<file path="config.mk">
export PLATFORM = sky130hd
export DESIGN_NAME = cmdring_parser
export DESIGN_NICKNAME = d
export VERILOG_FILES = /design/src/rtl/cmdring_pkg.sv /design/src/rtl/cmdring_rdptr.sv /design/src/rtl/cmdring_hdr_dec.sv /design/src/rtl/cmdring_seq.sv /design/src/rtl/cmdring_parser.sv
export SDC_FILE = /design/constraint.sdc
export NUM_CORES = 1
export LEC_CHECK = 0
export CAP_MARGIN = 5
export CORE_MARGIN = 8
export CORE_UTILIZATION = 48
export CTS_CLUSTER_DIAMETER = 60
export CTS_CLUSTER_SIZE = 12
export DETAILED_ROUTE_END_ITERATION = 8
export GPL_TIMING_DRIVEN = 0
export PLACE_DENSITY = 0.95
export SLEW_MARGIN = 20
export SYNTH_ARGS = -nofsm -noshare
export SYNTH_HDL_FRONTEND = slang
export SYNTH_HIERARCHICAL = 1
export SYNTH_SLANG_ARGS = --single-unit
</file>
<file path="constraint.sdc">
create_clock -name clk -period 5 [get_ports clk]
set_input_delay 0.5 -clock clk [delete_from_list [all_inputs] [get_ports clk]]
set_output_delay 0.5 -clock clk [all_outputs]
set_load 0.02 [all_outputs]
</file>
<file path="src/rtl/cmdring_pkg.sv">
package cmdring_pkg;
  localparam int WORD_W  = 32;
  localparam int CNT_W   = 14;
  localparam int RADDR_W = 16;
  localparam int OPC_W   = 8;

  typedef enum logic [1:0] {
    PK_REGS = 2'd0,
    PK_RSVD = 2'd1,
    PK_FILL = 2'd2,
    PK_OPER = 2'd3
  } pkt_kind_e;

  typedef struct packed {
    pkt_kind_e            kind;
    logic [CNT_W-1:0]     len_m1;
    logic [RADDR_W-1:0]   base;
    logic [OPC_W-1:0]     opcode;
    logic                 pred;
  } hdr_t;

  // Field split of a header word.
  function automatic hdr_t decode_hdr(input logic [WORD_W-1:0] w);
    hdr_t h;
    h.kind   = pkt_kind_e'(w[31:30]);
    h.len_m1 = w[29:16];
    h.base   = w[15:0];
    h.opcode = w[15:8];
    h.pred   = w[0];
    return h;
  endfunction

  // Register address of a burst after one accepted write.
  function automatic logic [RADDR_W-1:0] next_reg(input logic [RADDR_W-1:0] a);
    return a + 1'b1;
  endfunction
endpackage

</file>
<file path="src/rtl/cmdring_rdptr.sv">
module cmdring_rdptr #(
  parameter int IDX_W = 4
) (
  input  logic             clk,
  input  logic             rst_n,
  input  logic             step,
  output logic [IDX_W-1:0] rd_idx
);
  // Power-of-two ring: the natural carry-out is the wrap.
  always_ff @(posedge clk) begin
    if (!rst_n)    rd_idx <= '0;
    else if (step) rd_idx <= rd_idx + 1'b1;
  end
endmodule

</file>
<file path="src/rtl/cmdring_hdr_dec.sv">
module cmdring_hdr_dec
  import cmdring_pkg::*;
(
  input  logic [WORD_W-1:0] word,
  output hdr_t              hdr
);
  always_comb hdr = decode_hdr(word);
endmodule

</file>
<file path="src/rtl/cmdring_seq.sv">
module cmdring_seq
  import cmdring_pkg::*;
(
  input  logic               clk,
  input  logic               rst_n,
  input  logic               avail,
  input  hdr_t               hdr,
  input  logic [WORD_W-1:0]  word,
  input  logic               rw_ready,
  input  logic               op_ready,
  output logic               step,
  output logic               rw_valid,
  output logic [RADDR_W-1:0] rw_addr,
  output logic [WORD_W-1:0]  rw_data,
  output logic               op_valid,
  output logic [OPC_W-1:0]   op_code,
  output logic               op_pred,
  output logic               op_last,
  output logic [WORD_W-1:0]  op_data,
  output logic               bad_hdr
);
  typedef enum logic [1:0] {S_HDR, S_REGS, S_OPER} st_e;

  st_e              st;
  logic [CNT_W-1:0] remain;
  logic             hdr_take, rw_fire, op_fire, last_beat;

  assign last_beat = (remain == '0);
  assign hdr_take  = (st == S_HDR) && avail;
  assign rw_valid  = (st == S_REGS) && avail;
  assign op_valid  = (st == S_OPER) && avail;
  assign rw_fire   = rw_valid && rw_ready;
  assign op_fire   = op_valid && op_ready;
  assign bad_hdr   = hdr_take && (hdr.kind == PK_RSVD);
  assign step      = hdr_take || rw_fire || op_fire;
  assign rw_data   = word;
  assign op_data   = word;
  assign op_last   = op_valid && last_beat;

  always_ff @(posedge clk) begin
    if (!rst_n) begin
      st      <= S_HDR;
      remain  <= '0;
      rw_addr <= '0;
      op_code <= '0;
      op_pred <= 1'b0;
    end else if (hdr_take) begin
      unique case (hdr.kind)
        PK_REGS: begin
          st      <= S_REGS;
          remain  <= hdr.len_m1;
          rw_addr <= hdr.base;
        end
        PK_OPER: begin
          st      <= S_OPER;
          remain  <= hdr.len_m1;
          op_code <= hdr.opcode;
          op_pred <= hdr.pred;
        end
        default: st <= S_HDR;
      endcase
    end else if (rw_fire || op_fire) begin
      if (rw_fire) rw_addr <= next_reg(rw_addr);
      if (last_beat) st <= S_HDR;
      else           remain <= remain - 1'b1;
    end
  end
endmodule

</file>
<file path="src/rtl/cmdring_parser.sv">
module cmdring_parser
  import cmdring_pkg::*;
#(
  parameter int IDX_W = 4
) (
  input  logic               clk,
  input  logic               rst_n,
  input  logic [IDX_W-1:0]   wr_idx_i,
  output logic [IDX_W-1:0]   rd_idx_o,
  output logic [IDX_W-1:0]   mem_addr_o,
  input  logic [WORD_W-1:0]  mem_word_i,
  output logic               rw_valid_o,
  input  logic               rw_ready_i,
  output logic [RADDR_W-1:0] rw_addr_o,
  output logic [WORD_W-1:0]  rw_data_o,
  output logic               op_valid_o,
  input  logic               op_ready_i,
  output logic [OPC_W-1:0]   op_code_o,
  output logic               op_pred_o,
  output logic               op_last_o,
  output logic [WORD_W-1:0]  op_data_o,
  output logic               bad_hdr_o
);
  logic       word_taken;
  logic       ring_avail;
  hdr_t       hdr;
  logic [IDX_W-1:0] rd_idx;

  assign ring_avail = (rd_idx != wr_idx_i);
  assign rd_idx_o   = rd_idx;
  assign mem_addr_o = rd_idx;

  cmdring_rdptr #(.IDX_W(IDX_W)) u_ptr (
    .clk(clk), .rst_n(rst_n), .step(word_taken), .rd_idx(rd_idx)
  );

  cmdring_hdr_dec u_dec (.word(mem_word_i), .hdr(hdr));

  cmdring_seq u_seq (
    .clk(clk), .rst_n(rst_n), .avail(ring_avail), .hdr(hdr), .word(mem_word_i),
    .rw_ready(rw_ready_i), .op_ready(op_ready_i), .step(word_taken),
    .rw_valid(rw_valid_o), .rw_addr(rw_addr_o), .rw_data(rw_data_o),
    .op_valid(op_valid_o), .op_code(op_code_o), .op_pred(op_pred_o),
    .op_last(op_last_o), .op_data(op_data_o), .bad_hdr(bad_hdr_o)
  );
endmodule

</file>
==> results of run 1 <==
state kept, by name, indices dropped and copies added (netlist names):
| signal | count |
|---|---|
| u_seq/rw_addr | 16 |
| u_seq/remain | 14 |
| u_seq/op_code | 8 |
| u_ptr/rd_idx | 4 |
| u_seq/st | 2 |
| u_seq/op_pred | 1 |
through the flow:
step                hold WS (ns)  instances  instance area (µm²)  worst slack, ns
floorplan                  0.459        461                 3550             2.64
global placement           0.443        668                 4760             1.42
detailed placement         0.446        668                 4760             1.37
CTS                        0.432        676                 4890             1.33
global route               0.433        676                 4890             1.20
finish                     0.430        676                 4890             1.29
cell usage after synthesis, drive strengths merged, types with 5 or more instances:
cell,instances,area (µm²)
buf,122,901
o31ai,9,67.6
clkbuf,7,26.3
or3,5,31.3
a31oi,8,56.3
dfxtp,45,901
nor3b,7,68.8
nor2,24,90.1
nand3,10,55.1
nor3,7,40.0
ha,7,87.6
nand4,6,43.8
nor4,6,73.8
a21oi,44,228
o21ai,26,130
inv,6,22.5
nand2,55,209
and2,8,50.1
worst max-delay path by stage:
stage / start / endpoint / cells past startpoint
6_report: wr_idx_i[0] / bad_hdr_o / 8
5_1_grt: wr_idx_i[3] / bad_hdr_o / 8
4_1_cts: wr_idx_i[0] / bad_hdr_o / 8
3_5_place_dp: wr_idx_i[0] / bad_hdr_o / 8
3_3_place_gp: wr_idx_i[3] / bad_hdr_o / 8
2_1_floorplan: u_seq/remain[0]$_SDFFE_PN0P_ / op_last_o / 5
layout make-up:
| type | count | share of cell area |
|---|---|---|
| sequential | 45 | 0.184 |
| buffer | 129 | 0.190 |
| clock buffer | 5 | 0.0141 |
| timing repair buffer | 108 | 0.221 |
| clock inverter | 3 | 0.0133 |
| inverter | 8 | 0.00614 |
| multi-input combinational | 279 | 0.346 |
| tap | 99 | 0.0253 |
worst max-delay path, delay by kind of cell:
kind / cells / cell delay, ns
buffers and inverters: 4 / 1.67
xor gates and xnor gates: 1 / 0.14
and+or+nand+nor: 3 / 0.89
power groups by stage:
| stage | Sequential, µW | Combinational (µW) | Clock [µW] |
|---|---|---|---|
| floorplan | 528 | 564 | 0 |
| global placement | 506 | 841 | 0 |
| detailed placement | 511 | 866 | 0 |
| CTS | 506 | 877 | 332 |
| global route | 518 | 950 | 347 |
| finish | 510 | 889 | 333 |
routing by layer:
layer  part of all wire  up-vias
li1                   -     1730
met1               0.36     1694
met2               0.48      275
met3               0.13       42
met4              0.028        0
met5                  0        -
logic make-up after synthesis:
family,count (synthesis)
and+or+nand+nor,148
buffers and inverters,137
AOI/OAI and AO/OA,115
DFF,45
adders and majority gates,7
xor gates and xnor gates,5
muxes,4
==> impl_results.md, run 1 <==
* Outcome: finished, final reports clean
* Reg2reg start: u_ptr/rd_idx[0]$_SDFFE_PN0P_
* WL/cell at 16.8 µm
* Worst-margin pin slew at 0.690 ns
* Cell Area, Synth at 3550 µm²
* CTS buffer count at 5
* Hpwl dp at 8550 µm
* Fin crit period at 3.71 ns
* Worst R2R End: u_seq/op_pred$_SDFFE_PN0P_
* Met3 Use GR at 0.0599
* Postcts setup bufs at 0
* Clock root buffer: clkbuf_8
* Max Cap Viol at 0
* First-pass DRT Iterations at 6
* Register area share after synthesis at 0.254
* Setup slack on the worst flop-to-flop path at 2.48 ns
* Multiplexer area fraction after synthesis at 0.0120
* Slew Limit Headroom at 0.536
* Global routing's busiest layer: met2
* Simple-gate portion of the synthesized area at 0.229
* # rows at 31
* First-pass GRT wire length at 17,400 µm
* Iter 0 DRT Violations at 473
* Setup crit end kind: output port
* FMAX at 0.270 GHz
* # fillers at 606
* Initial antenna violation count at 0
* Avg Vias per Cell at 5.53
* P_leak at 0.00200 µW
* GR Layer Usage met1 at 0.226
* Post-synthesis compound-gate area fraction at 0.199
* Seq cells post-synth at 45
* Distinct cells, synth at 63
* Sequential power share at 0.294
* Period utilization at 0.741
* Syn Nets at 508
* Power share of the clock group at 0.192
* Crit-path max FO at 10
* Worst path arrival time at 3.21 ns
* Sw frac at 0.416
* Ys Warns at 6
* Hold depth at 3
* Syn Area/Cell at 7.71 µm²
* WP data required at 4.50 ns
* Number of synthesized flops with an enable pin at 0
* Number of port buffers at 108
* Antenna Nets Post-Route at 0
* Cts hold-fix bufs at 0
* Synth-to-Final Area Change at 37.7%
* Largest stage delay, worst path at 0.63 ns
* Cell area power density at 354 nW/µm²
* Register Area at 901 µm²
* Max rail drop VDD at 0.226 mV
* Clock-pin slew on the worst setup and hold paths at 0.09 ns
* Clock skew at 0.00640 ns
* Largest net degree at the start of global routing at 15
* # diodes at 0
* Finished Core Util at 0.678
* RSZ-0062 raised after global routing: no
* CTS tree: built
* GRT Overall Usage at 0.205
* Adder-cell share of the synthesized area at 0.0247
* Post-CTS Resized at 0
* Net Sw Power at 720 µW
* Chip width at 102 µm
* XOR/XNOR Fraction of Synth Area at 0.0123
* Commonest non-fill, non-tap cell in the layout: buf_4
* Clk Latency, worst-skew pair at 0.31 ns
* Worst-case clock buffer depth at 2
* Footprint of the multi-input gates at 1690 µm²
* Worst Hold End: u_seq/op_code[4]$_SDFFE_PN0P_
* Most frequent cells in the layout: buf_4, clkdlybuf4s50_1, nand2_1
* Routed vias at 3,741
* Slowest-stage cell, CP: clkdlybuf4s50_1
* RD Place Congestion at 0.934
* Drt total wl at 11,400 µm
* Ports at 141
* Initial Utilization at 0.492
* Worst Min Path Start: mem_word_i[12]
* Layout cells sized above 1 at 0.255
* Crit-path cells: clkdlybuf4s50_1 > xnor2_1 > nand4_1 > nor3b_4 > buf_2 > buf_2 > and2_1 > clkdlybuf4s50_1
* DRC violations left at 0
* Num Clock Sinks at 45
* Vias in the first global route at 3,623
* Grt ovf at 0
* Final nets at 623
* Crit path kind: in -> out
* Async set-reset flop share out of synthesis at 0
* Core area at 7210 µm²
* Hold crit path type: in -> reg
* Die H at 102 µm
* Largest family of logic cells by synthesized area: buffers and inverters
* Combinational fraction of design power at 0.513
* Grt met2 use at 0.357
* H-Tree Depth at 2
* Final Hold Vio Count at 0
* Synth Instances at 461
* Prevailing post-synth register cell: dfxtp_1
* Setup TNS at 0 ns
* Reg2reg path depth at 8
* Max-slew violations at 0
* Final setup violation count at 0
* Internal at 1010 µW
* Crit start category: primary input
* Final total power at 1730 µW
* DIE AREA at 10,400 µm²
(Power assumes the default switching activity.)
==> inputs of run 2 (changes only) <==
Settings changed: CORE_UTILIZATION 48 to 44, PLACE_DENSITY 0.95 to 0.89.
Clock period 5 ns to 3.7 ns, I/O delays scaled along.
==> run 2 against run 1 <==
  * Sequential power increased by 34%
  * Critical path type unchanged
  * Highest routed layer unchanged
  * Hold slack got worse by 0.13 ns
  * Non-clock buffer count unchanged
  * Critical endpoint unchanged
==> impl_results.md, run 2 (same netlist as run 1, synthesis figures left out) <==
* Final setup violation count at 0 (unchanged)
* Largest net degree at the start of global routing at 15 (unchanged)
* Avg Vias per Cell at 5.38 (-2.8%)
* DP Worst Slack at 0.299 ns (-1.07 ns)
* Max Cap Viol at 0 (unchanged)
* Num Clock Sinks at 45 (unchanged)
* Crit path kind: in -> out
* # diodes at 0 (unchanged)
* Core area at 7770 µm² (+7.7%)
* Crit start category: primary input
* Final Hold Vio Count at 0 (unchanged)
* Most frequent cells in the layout: buf_4, clkdlybuf4s50_1, nand2_1
* Final nets at 623 (unchanged)
* Worst path arrival time at 3.02 ns (-0.19 ns)
* Outcome: finished, final reports clean
* Hold crit path type: in -> reg
* Chip width at 106 µm (+3.7%)
* Initial antenna violation count at 0 (unchanged)
* Die H at 106 µm (+3.7%)
* Drt total wl at 11,000 µm (-2.9%)
* Largest Register: u_seq/rw_addr
* Synth-to-Final Area Change at 37.4%
* Max rail drop VDD at 0.204 mV (-9.9%)
* Hpwl dp at 8410 µm (-1.6%)
* Layout cells sized above 1 at 0.255 (unchanged)
* WP data required at 3.33 ns (-1.17 ns)
* FMAX at 0.295 GHz
* CTS buffer count at 5 (unchanged)
* Commonest non-fill, non-tap cell in the layout: buf_4
* First-pass DRT Iterations at 5 (-1)
* RSZ-0062 raised after global routing: no
* GRT Overall Usage at 0.189 (-0.0156)
* Setup TNS at 0 ns (unchanged)
* CTS tree: built
* Routed vias at 3,653 (-2.4%)
* Worst-case clock buffer depth at 2 (unchanged)
* # rows at 32 (+3.2%)
* Vias in the first global route at 3,584 (-1.1%)
* Fin crit period at 3.39 ns
* Max-slew violations at 0 (unchanged)
* Crit-path max FO at 10 (unchanged)
* Number of port buffers at 108 (unchanged)
* Grt ovf at 0 (unchanged)
* Regs by FF count: u_seq/rw_addr (16), u_seq/remain (14), u_seq/op_code (8)
* Postcts setup bufs at 0 (unchanged)
* Clock skew at 0.00936 ns (+0.00296 ns)
* DRC violations left at 0 (unchanged)
* Cell area power density at 468 nW/µm² (+32%)
* Clock root buffer: clkbuf_8
* # fillers at 666 (+9.9%)
* WL/cell at 16.2 µm (-3.4%)
* P_leak at 0.00199 µW (-0.54%)
* Iter 0 DRT Violations at 277 (-41%)
* Slew Limit Headroom at 0.570 (+0.0342)
* Worst-margin pin slew at 0.645 ns (-0.0456 ns)
* Period utilization at 0.916
* H-Tree Depth at 2 (unchanged)
* Clk Latency, worst-skew pair at 0.31 ns (about the same)
* RD Place Congestion at 0.947 (+1.4%)
* Clock-pin slew on the worst setup and hold paths at 0.09 ns (about the same)
* Cts hold-fix bufs at 0 (unchanged)
* Setup crit end kind: output port
* First-pass GRT wire length at 17,700 µm (+1.9%)
* Post-route setup slack at 0.309 ns (-0.984 ns)
* Max reg flops at 16 (unchanged)
* Ports at 141 (unchanged)
* Initial Utilization at 0.457 (-0.0351)
* Antenna Nets Post-Route at 0 (unchanged)
* Post-CTS Resized at 0 (unchanged)
* DIE AREA at 11,200 µm² (+7.6%)
run 2: changes by cell type in the layout (fill, tap and decap cells not counted):
cell,delta
bufinv_16,-1
clkbuf_8,+1
clkinv_2,-1
clkinvlp_4,+1
run 2: worst max-delay path, stage by stage:
cell and delay, ns:
clkdlybuf4s50_1 0.42, xnor2_1 0.14, nand4_1 0.18, nor3b_4 0.51, buf_2 0.33, buf_2 0.29
and2_1 0.16, clkdlybuf4s50_1 0.60
run 2: report_power, final:
group,internal (µW),switching (µW),total [µW]
registers,568,116,684
clock network,220,184,404
logic,529,665,1190
total,1320,965,2280
run 2: routing by layer:
layer  vias to the layer above  GRT usage  part of all wire
met5                         -          0                 0
met1                      1676      0.202              0.37
met3                        33     0.0706              0.12
met4                         0     0.0693             0.024
li1                       1729          -                 -
met2                       215      0.333              0.49
run 2: final timing paths:
check | from | endpoint | slack (ns) | depth (start not counted)
max | wr_idx_i[2] | bad_hdr_o | 0.31 | 8
min | mem_word_i[14] | u_seq/op_code[6]$_SDFFE_PN0P_ | 0.30 | 3
max reg2reg | u_ptr/rd_idx[0]$_SDFFE_PN0P_ | u_seq/op_code[7]$_SDFFE_PN0P_ | 1.15 | 8
min reg2reg | u_seq/op_code[5]$_SDFFE_PN0P_ | u_seq/op_code[5]$_SDFFE_PN0P_ | 0.46 | 2
run 2: cell type report:
type | count | area (µm²) | share of cell area
multi-input combinational | 279 | 1690 | 0.347
timing repair buffer | 108 | 1080 | 0.221
buffer | 129 | 927 | 0.190
sequential | 45 | 901 | 0.185
tap | 102 | 128 | 0.0261
clock buffer | 6 | 82.6 | 0.0169
clock inverter | 2 | 37.5 | 0.00769
inverter | 8 | 30.0 | 0.00615
run 2: through the flow:
| step | power [µW] | hold WS (ns) | instances | cell area (µm²) | util |
|---|---|---|---|---|---|
| 2_1_floorplan | 1480 | 0.459 | 461 | 3550 | - |
| 3_3_place_gp | 1820 | 0.444 | 671 | 4760 | 0.613 |
| 3_5_place_dp | 1860 | 0.453 | 671 | 4760 | 0.613 |
| 4_1_cts | 2270 | 0.296 | 679 | 4880 | 0.628 |
| 5_1_grt | 2400 | 0.305 | 679 | 4880 | 0.628 |
| 6_report | 2280 | 0.297 | 679 | 4880 | 0.628 |
==> inputs of run 3 (changes only) <==
Settings changed: CORE_UTILIZATION 44 to 48, HOLD_SLACK_MARGIN from default to 0.03, PLACE_DENSITY 0.89 to 0.95.
Clock period 3.7 ns to 4 ns, I/O delays scaled along.
==> results of run 3 <==
The final DEF is identical to that of run 1. Status: finished, final reports clean.
Among the figures that moved: setup slack after placement 1.37 ns -> 0.570 ns; setup slack after layout 1.29 ns -> 0.493 ns; hold slack 0.430 ns -> 0.330 ns; register-to-register setup slack 2.48 ns -> 1.48 ns; total power 1730 µW -> 2160 µW; worst IR drop on VDD 0.226 mV -> 0.283 mV
